--- src/rtl/wave_pkg.sv ---
package wave_pkg;
  typedef struct packed {
    logic reload;
    logic xfer;
  } ctrlStrobe_t;
endpackage

--- src/rtl/wave_ctrl.sv ---
module wave_ctrl
  import wave_pkg::*;
#(
  parameter int OVR_W = 8
) (
  input  logic             clk,
  input  logic             rstN,
  input  logic             chanEnable,
  input  logic             trigEnable,
  input  logic             trigIn,
  output ctrlStrobe_t      strobe,
  output logic [OVR_W-1:0] overrunCount
);
  localparam logic [OVR_W-1:0] OVR_MAX = '1;

  logic pending;
  logic accept;

  assign accept = chanEnable & trigEnable & trigIn;

  always_ff @(posedge clk) begin
    if (!rstN) begin
      pending      <= 1'b0;
      overrunCount <= '0;
    end else if (!chanEnable) begin
      pending      <= 1'b0;
      overrunCount <= '0;
    end else if (pending) begin
      pending <= 1'b0;
      if (accept && overrunCount != OVR_MAX) overrunCount <= overrunCount + 1'b1;
    end else begin
      pending <= accept;
    end
  end

  always_comb begin
    strobe.reload = ~chanEnable;
    strobe.xfer   = pending;
  end
endmodule

--- src/rtl/wave_datapath.sv ---
module wave_datapath
  import wave_pkg::*;
#(
  parameter int SAMPLE_W = 12,
  parameter int LEN_W    = 6
) (
  input  logic                clk,
  input  logic                rstN,
  input  ctrlStrobe_t         strobe,
  input  logic                tableSel,
  input  logic [LEN_W-1:0]    cfgLength,
  output logic [SAMPLE_W-1:0] dacHold
);
  localparam int FULL      = 1 << SAMPLE_W;
  localparam int MID       = 1 << (SAMPLE_W - 1);
  localparam int MAIN_SIZE = 60;
  localparam int QUARTER   = MAIN_SIZE / 4;

  logic [LEN_W-1:0]    addr;
  logic [LEN_W-1:0]    remain;
  logic [LEN_W-1:0]    lenEff;
  logic [SAMPLE_W-1:0] word;

  function automatic int quarterSine(input int i);
    case (i)
      0: return 2048;   1: return 2261;   2: return 2472;   3: return 2678;
      4: return 2878;   5: return 3068;   6: return 3247;   7: return 3413;
      8: return 3564;   9: return 3698;  10: return 3815;  11: return 3912;
      12: return 3988; 13: return 4043;  14: return 4077;  15: return 4088;
      default: return MID;
    endcase
  endfunction

  function automatic logic [SAMPLE_W-1:0] mainWord(input int idx);
    int v;
    if (idx <= QUARTER)                      v = quarterSine(idx);
    else if (idx <= 2*QUARTER)               v = quarterSine(2*QUARTER - idx);
    else if (idx <= 3*QUARTER)               v = FULL - quarterSine(idx - 2*QUARTER);
    else if (idx < MAIN_SIZE)                v = FULL - quarterSine(MAIN_SIZE - idx);
    else                                     v = MID;
    return SAMPLE_W'(v);
  endfunction

  function automatic logic [SAMPLE_W-1:0] shortWord(input logic [2:0] idx);
    int v;
    case (idx)
      3'd0, 3'd4: v = MID;
      3'd1, 3'd3: v = 3490;
      3'd2:       v = 4088;
      3'd5, 3'd7: v = FULL - 3490;
      default:    v = FULL - 4088;
    endcase
    return SAMPLE_W'(v);
  endfunction

  assign lenEff = (cfgLength == '0) ? LEN_W'(1) : cfgLength;
  assign word   = tableSel ? shortWord(addr[2:0]) : mainWord(int'(addr));

  always_ff @(posedge clk) begin
    if (!rstN) begin
      addr    <= '0;
      remain  <= lenEff;
      dacHold <= SAMPLE_W'(MID);
    end else if (strobe.reload) begin
      addr   <= '0;
      remain <= lenEff;
    end else if (strobe.xfer) begin
      dacHold <= word;
      if (remain <= LEN_W'(1)) begin
        addr   <= '0;
        remain <= lenEff;
      end else begin
        addr   <= addr + 1'b1;
        remain <= remain - 1'b1;
      end
    end
  end
endmodule

--- src/rtl/wave_player.sv ---
module wave_player
  import wave_pkg::*;
#(
  parameter int SAMPLE_W = 12,
  parameter int LEN_W    = 6,
  parameter int OVR_W    = 8
) (
  input  logic                clk,
  input  logic                rstN,
  input  logic                chanEnable,
  input  logic                trigEnable,
  input  logic                tableSel,
  input  logic [LEN_W-1:0]    cfgLength,
  input  logic                trigIn,
  output logic [SAMPLE_W-1:0] dacHold,
  output logic [OVR_W-1:0]    overrunCount
);
  ctrlStrobe_t strobes;

  wave_ctrl #(.OVR_W(OVR_W)) i_ctrl (
    .clk(clk), .rstN(rstN), .chanEnable(chanEnable), .trigEnable(trigEnable),
    .trigIn(trigIn), .strobe(strobes), .overrunCount(overrunCount)
  );

  wave_datapath #(.SAMPLE_W(SAMPLE_W), .LEN_W(LEN_W)) i_datapath (
    .clk(clk), .rstN(rstN), .strobe(strobes), .tableSel(tableSel),
    .cfgLength(cfgLength), .dacHold(dacHold)
  );
endmodule

--- config.mk ---
export PLATFORM = sky130hd
export DESIGN_NAME = wave_player
export DESIGN_NICKNAME = d
export VERILOG_FILES = /design/src/rtl/wave_pkg.sv /design/src/rtl/wave_ctrl.sv /design/src/rtl/wave_datapath.sv /design/src/rtl/wave_player.sv
export SDC_FILE = /design/constraint.sdc
export NUM_CORES = 1
export LEC_CHECK = 0
export BUFFER_PORTS_ARGS = -buffer_cell sky130_fd_sc_hd__buf_2
export CORE_ASPECT_RATIO = 0.75
export CORE_MARGIN = 5
export CORE_UTILIZATION = 58
export DETAILED_ROUTE_END_ITERATION = 12
export PLACE_DENSITY = 0.75
export SYNTH_ARGS = -nofsm -noshare
export SYNTH_HDL_FRONTEND = slang
export SYNTH_SLANG_ARGS = --single-unit
export TNS_END_PERCENT = 1
--- constraint.sdc ---
create_clock -name clk -period 4.7 [get_ports clk]
set_input_delay 0.235 -clock clk [delete_from_list [all_inputs] [get_ports clk]]
set_output_delay 0.235 -clock clk [all_outputs]
set_load 0.02 [all_outputs]
======== After elaboration in Yosys (flattened, before gate mapping) ========
Memory sizes are Yosys's and may differ from the RTL's. A register that Yosys moved wholly into a read port is not among the register bits.
Cells that the tools add are included.
operators by class
  $add $sub $neg .......................... 8
  magnitude comparators ................... 5
  equality and inequality tests ........... 8
  muxes and demuxes ....................... 25
  bitwise logic cells ..................... 4
  reduce and logical (&&, ||, !) cells .... 14
operator list
  kind                                                                    number
  12-bit 2-to-1 mux                                                       16
  28-bit zero test                                                        3
  12-bit one-hot mux with 4 select lines                                  1
  6-bit 2-to-1 mux                                                        6
  1-bit by 12-bit subtractor with 12-bit output (first input constant)    2
  3-bit == test (second input constant)                                   3
  8-bit by 1-bit adder with 8-bit output (second input constant)          1
  4-bit 2-to-1 mux                                                        2
  8-bit != test (second input constant)                                   1
  5-bit by 6-bit subtractor with 7-bit output (first input constant)      1
  6-bit by 5-bit subtractor with 7-bit output (second input constant)     1
  6-bit by 6-bit subtractor with 7-bit output (first input constant)      1
  6-bit by 1-bit adder with 6-bit output (second input constant)          1
  3-bit by 2-bit == test with 1-bit output (second input constant)        2
  6-bit by 1-bit <= comparator with 1-bit output (second input constant)  1
  6-bit by 4-bit <= comparator with 1-bit output (second input constant)  1
  6-bit by 5-bit <= comparator with 1-bit output (second input constant)  1
  6-bit <= comparator (second input constant)                             1
  6-bit zero test                                                         1
  6-bit less-than comparator (second input constant)                      1
  2-bit AND reduction                                                     3
  2-bit OR reduction                                                      3
  6-bit by 1-bit subtractor with 6-bit output (second input constant)     1
  3-bit by 1-bit == test with 1-bit output (second input constant)        1
  7 further kinds                                                         9
word-level totals
  bits in registers ....................... 33
  ROM bits ................................ 704
  input port bits ......................... 12
  output and inout port bits .............. 20
  word-level logic and storage cells ...... 73
  memories ................................ 4
memory list
  name              depth  bits a word  rd ports  clocked after memory_dff  wr ports  RTL line             text
  (name not given)  16     11           1         1                         0         wave_datapath.sv:25  case (i)
  (name not given)  16     11           1         0                         0         wave_datapath.sv:25
  (name not given)  16     11           1         0                         0         wave_datapath.sv:25
  (name not given)  16     11           1         0                         0         wave_datapath.sv:25

======== Depth between registers and ports, before layout ========
  depth in word-level cells ............... 13
  mapped depth ............................ 15
  mapped depth without buffers ............ 14

======== By module ========
From an unflattened synthesis, not the netlist that was laid out.
unflattened totals
  cells, all modules ...................... 632
  area total of the unflattened synthesis .. 4541.9 sq um
modules (own cells, without submodules)
  module         times used  cells an instance  area each (sq um)  seq. area each (sq um)
  wave_datapath  1           584                4117.7             760.7
  wave_ctrl      1           48                 424.2              180.2

======== Worst setup path before layout ========
Ideal clock, no wire load.
  path type ............................... register -> register
  from .................................... reg i_datapath.addr[1]
  to ...................................... reg i_datapath.dacHold[10]
  arrival time ............................ 3360 ps
  required time ........................... 4573 ps
  path slack .............................. 1213 ps
  cell stages (with the launch flop) ...... 16
  period minus slack after synthesis ...... 3487 ps
  cells stage by stage .................... dfxtp_1 clkbuf_1 inv_1 ha_1 ha_1 buf_2 clkbuf_1 nor2_1 a211o_1 nand3_1 ha_1 buf_1 o211ai_1 or4_1 o211ai_1 a211oi_2
between the ends
  longest elaborated chain between the ends .. 13
  elaborated cells between the ends (all ways) .. 41
ends and longest elaborated chain
  element                                                             RTL line             text
  start: declaration                                                  wave_datapath.sv:19  logic [LEN_W-1:0] addr;
  start signal: assignment                                            wave_datapath.sv:73  addr <= addr + 1'b1;
  6-bit by 6-bit subtractor with 7-bit output                         wave_datapath.sv:39  else if (idx < MAIN_SIZE) v = FULL - quarterSine(MAIN_SIZE - idx);
  memory read 16 x 11 bit / 28-bit zero test (equally long branches)  -
  12-bit 2-to-1 mux                                                   wave_datapath.sv:25
  12-bit 2-to-1 mux                                                   wave_datapath.sv:39
  12-bit 2-to-1 mux                                                   wave_datapath.sv:38  else if (idx <= 3*QUARTER) v = FULL - quarterSine(idx - 2*QUARTER);
  12-bit 2-to-1 mux                                                   wave_datapath.sv:37  else if (idx <= 2*QUARTER) v = quarterSine(2*QUARTER - idx);
  12-bit 2-to-1 mux                                                   wave_datapath.sv:36  if (idx <= QUARTER) v = quarterSine(idx);
  1-bit by 12-bit subtractor with 12-bit output                       wave_datapath.sv:39
  12-bit 2-to-1 mux                                                   wave_datapath.sv:39
  12-bit 2-to-1 mux                                                   wave_datapath.sv:38
  12-bit 2-to-1 mux                                                   wave_datapath.sv:37
  12-bit 2-to-1 mux                                                   wave_datapath.sv:36
  12-bit 2-to-1 mux (*)                                               wave_datapath.sv:57  assign word = tableSel ? shortWord(addr[2:0]) : mainWord(int'(addr));
  end signal: assignment                                              wave_datapath.sv:63  dacHold <= SAMPLE_W'(MID);
  end signal: assignment                                              wave_datapath.sv:68  dacHold <= word;
  end: declaration                                                    wave_datapath.sv:12  output logic [SAMPLE_W-1:0] dacHold
Every way passes the cells marked *; elsewhere a longest branch is shown, timed or not. The select of a mux whose other input is x is not followed.
A chain may end at the register's enable or synchronous reset.

======== Worst setup path after layout ========
  from .................................... reg i_datapath.addr[1]
  to ...................................... reg i_datapath.dacHold[9]
The elaborated chain is that of the path after synthesis.

==> results.cfg <==
[run_status]
outcome = complete, no violations

[logic_synthesis]
synth-simple-area-share_pct = 25.7
synth_edf_count = 6
synth_top_family_by_area = compound AO/OA/AOI/OAI gates
yosysWarningCount = 0
synth_seq_area_share_pct = 20.8
synth_seq_cells = 44
avgSynthCellArea_um2 = 7.70
ys_types = 85
synth.area.mux_share_pct = 5.71
synthArstFlopShare_pct = 0
syn_area_um2 = 4510
synthAdderAreaFrac_pct = 7.15
synth_compound_area_share_pct = 28.0
synthCells = 586
synthXorXnorAreaFrac_pct = 6.85
syn_nets = 623
synth_ff_type = dfxtp_1

[pwr]
p_leak_nw = 1.83
powerDensity_nw_per_um2 = 160
ir_worst_vdd_v = 0.000162

[timing]
fin_worst_skew_ps = 6.55
holdWs_ps = 250
hold_violations = 0
fin_crit_sh_pct = 88.1
relSlewSlack_pct = 40.9
fin_setup_tns_ps = 0
drv_slew = 0
period_needed_ps = 4140
max_freq_ghz = 0.241
tightestPinTransition_ps = 878
rsz0062_at_grt = no
setup_viol = 0

[routing]
num_vias = 4649
drt_first_pass_iters = 8
viasPerCell = 6.71
drt_iter0_drc = 678
wl_per_cell_um = 20.8
wl_mm = 14.4
drc = 0
ant_nets = 0

[floorplanning]
coreArea_um2 = 7470
start_util_pct = 60.5
die_h_um = 86.4
rows = 27
ios = 32
dieArea_um2 = 9670
fp.dieW_um = 112

[layout]
nets = 628
syn_to_final_growth_pct = 5.40
layout-drive-gt1-share_pct = 12.5
fillers = 676
antennaDiodeCount = 0

[cts]
postCtsSetupBuffers = 0
clk_pin_slew_ps = 90
cts_buffers = 5
clk_path_buf_depth = 2
hold_buffers = 0
cts_tree = yes
cts_root_buffer = clkbuf_8
clkLatencyLatePin_ps = 310
clkSinkCount = 44
post_cts_resized = 0
cts_htree_levels = 2

[hold_path]
hp-class = primary input to flip-flop

[global_routing]
grt_max_degree = 33
antenna_found_initial = 0
overflow = 0
grtUsageTotal_pct = 29.6
grt_pass1_vias = 3975
grt_pass1_wl_mm = 22.6

[setup_path]
critPathMaxStageDelay_ps = 780
worst-path-buf-inv = 2
crit_path_end_kind = flip-flop
crit_type = flip-flop to flip-flop
worstPathRequired_ps = 4900
cp.arrival_ps = 4340
worstPathCellList = inv_1, ha_1, ha_1, inv_1, nor2_1, a32oi_1, o32ai_1, and4_1, mux2i_1, a21oi_1
crit_family = adder cells
critical-path-slowest-cell = ha_1
crit_path_start_kind = flip-flop
cp_max_fo = 18

[placement]
place.gp.congestion = 0.959
hpwlAfterDp_mm = 11.0
portBuffers = 31

[run]
maxCapViolations = 0
-- cells in the mapped netlist (7+ instances only) --
cell type	instances	area, µm²
clkbuf_1	23	86.3
a31oi_1	10	62.6
nand3_1	22	110
mux2i_1	12	120
xor2_1	8	70.1
nand2b_1	11	68.8
buf_2	7	35.0
a21oi_1	36	180
o211ai_1	10	75.1
nor2b_1	7	43.8
nor2_1	63	236
ha_1	25	313
or3_1	7	43.8
dfxtp_1	38	761
nand2_1	57	214
a211oi_1	7	52.6
nor3_1	17	85.1
xnor2_1	14	123
nand4_1	8	50.1
o21ai_0	38	190
inv_1	18	67.6
and3_1	8	50.1
-- area by class of cell --
class,count,area (µm²),area share (%)
Multi-Input combinational cell,485,3310,69.6
Sequential cell,44,941,19.8
Timing Repair Buffer,36,193,4.05
Tap cell,101,126,2.66
Inverter,19,71.3,1.50
Clock buffer,5,68.8,1.45
Clock inverter,3,45.0,0.947
-- worst paths after layout --
kind                          startpoint                      to  slack (ps)  depth (start not counted)
setup / recovery      i_datapath.addr[1]   i_datapath.dacHold[9]         560                         10
hold / removal              cfgLength[1]    i_datapath.remain[1]         250                          3
setup reg to reg      i_datapath.addr[1]   i_datapath.dacHold[9]         560                         10
hold reg to reg   i_datapath.dacHold[11]  i_datapath.dacHold[11]         490                          2
-- placed cells by master (no fill, tap or decap), types with 5 or more instances in the layout --
cell type,n
a31oi_1,10
nand3_1,22
nand4_1,8
mux2i_1,12
a21oi_1,36
o21a_1,6
nand2b_1,11
and2_1,5
nor2b_1,7
buf_2,31
xnor2_1,14
o211ai_1,10
nand2_1,57
nor2_1,63
and3_1,8
a21o_1,6
clkbuf_8,5
ha_1,25
xor2_1,8
or3_1,7
mux4_2,5
buf_4,5
o21ai_0,38
o21ai_1,5
nor3_1,17
inv_1,18
dfxtp_1,38
o31ai_1,5
edfxtp_1,6
a211oi_1,7
-- power breakdown --
group / switching, mW / total (mW) / internal (mW)
Sequential: 0.00680 / 0.397 / 0.390
Combinational: 0.0347 / 0.0545 / 0.0198
Clock: 0.149 / 0.310 / 0.161
Total: 0.191 / 0.761 / 0.570
-- worst reg2reg max path: stages, from the launching register on --
cell and delay [ps]:
dfxtp_1 640, inv_1 270, ha_1 470, ha_1 790, inv_1 200, nor2_1 220
a32oi_1 170, o32ai_1 660, and4_1 320, mux2i_1 220, a21oi_1 90
-- routing by layer --
layer  track usage (%)  share of wire, %  wire length [µm]  up-vias
met2              38.4                38              5500      275
met5                 0                 0                 0        -
li1                  -                 -                 -     2181
met1              45.4                46              6580     2175
met4              3.31              0.74               106        0
met3              13.1                15              2200       18
-- logic make-up after synthesis --
logic type	after synthesis
simple gates	231
mux	19
buf+inv	57
fa+ha+maj	26
flops	44
compound gates	182
xor+xnor	27
-- per-stage QoR --
stage / utilization (%) / cells / instance area (µm²) / setup WS [ps] / power [mW]
finish: 63.7 / 693 / 4760 / 558 / 0.761
global route: 63.7 / 693 / 4760 / 384 / 0.791
CTS: 63.7 / 693 / 4760 / 706 / 0.760
detailed placement: 62.2 / 685 / 4640 / 733 / 0.459
global placement: 62.2 / 685 / 4640 / 900 / 0.457
floorplan: - / 586 / 4510 / 1210 / 0.440
Note: power is estimated with default switching activity, not from simulation.
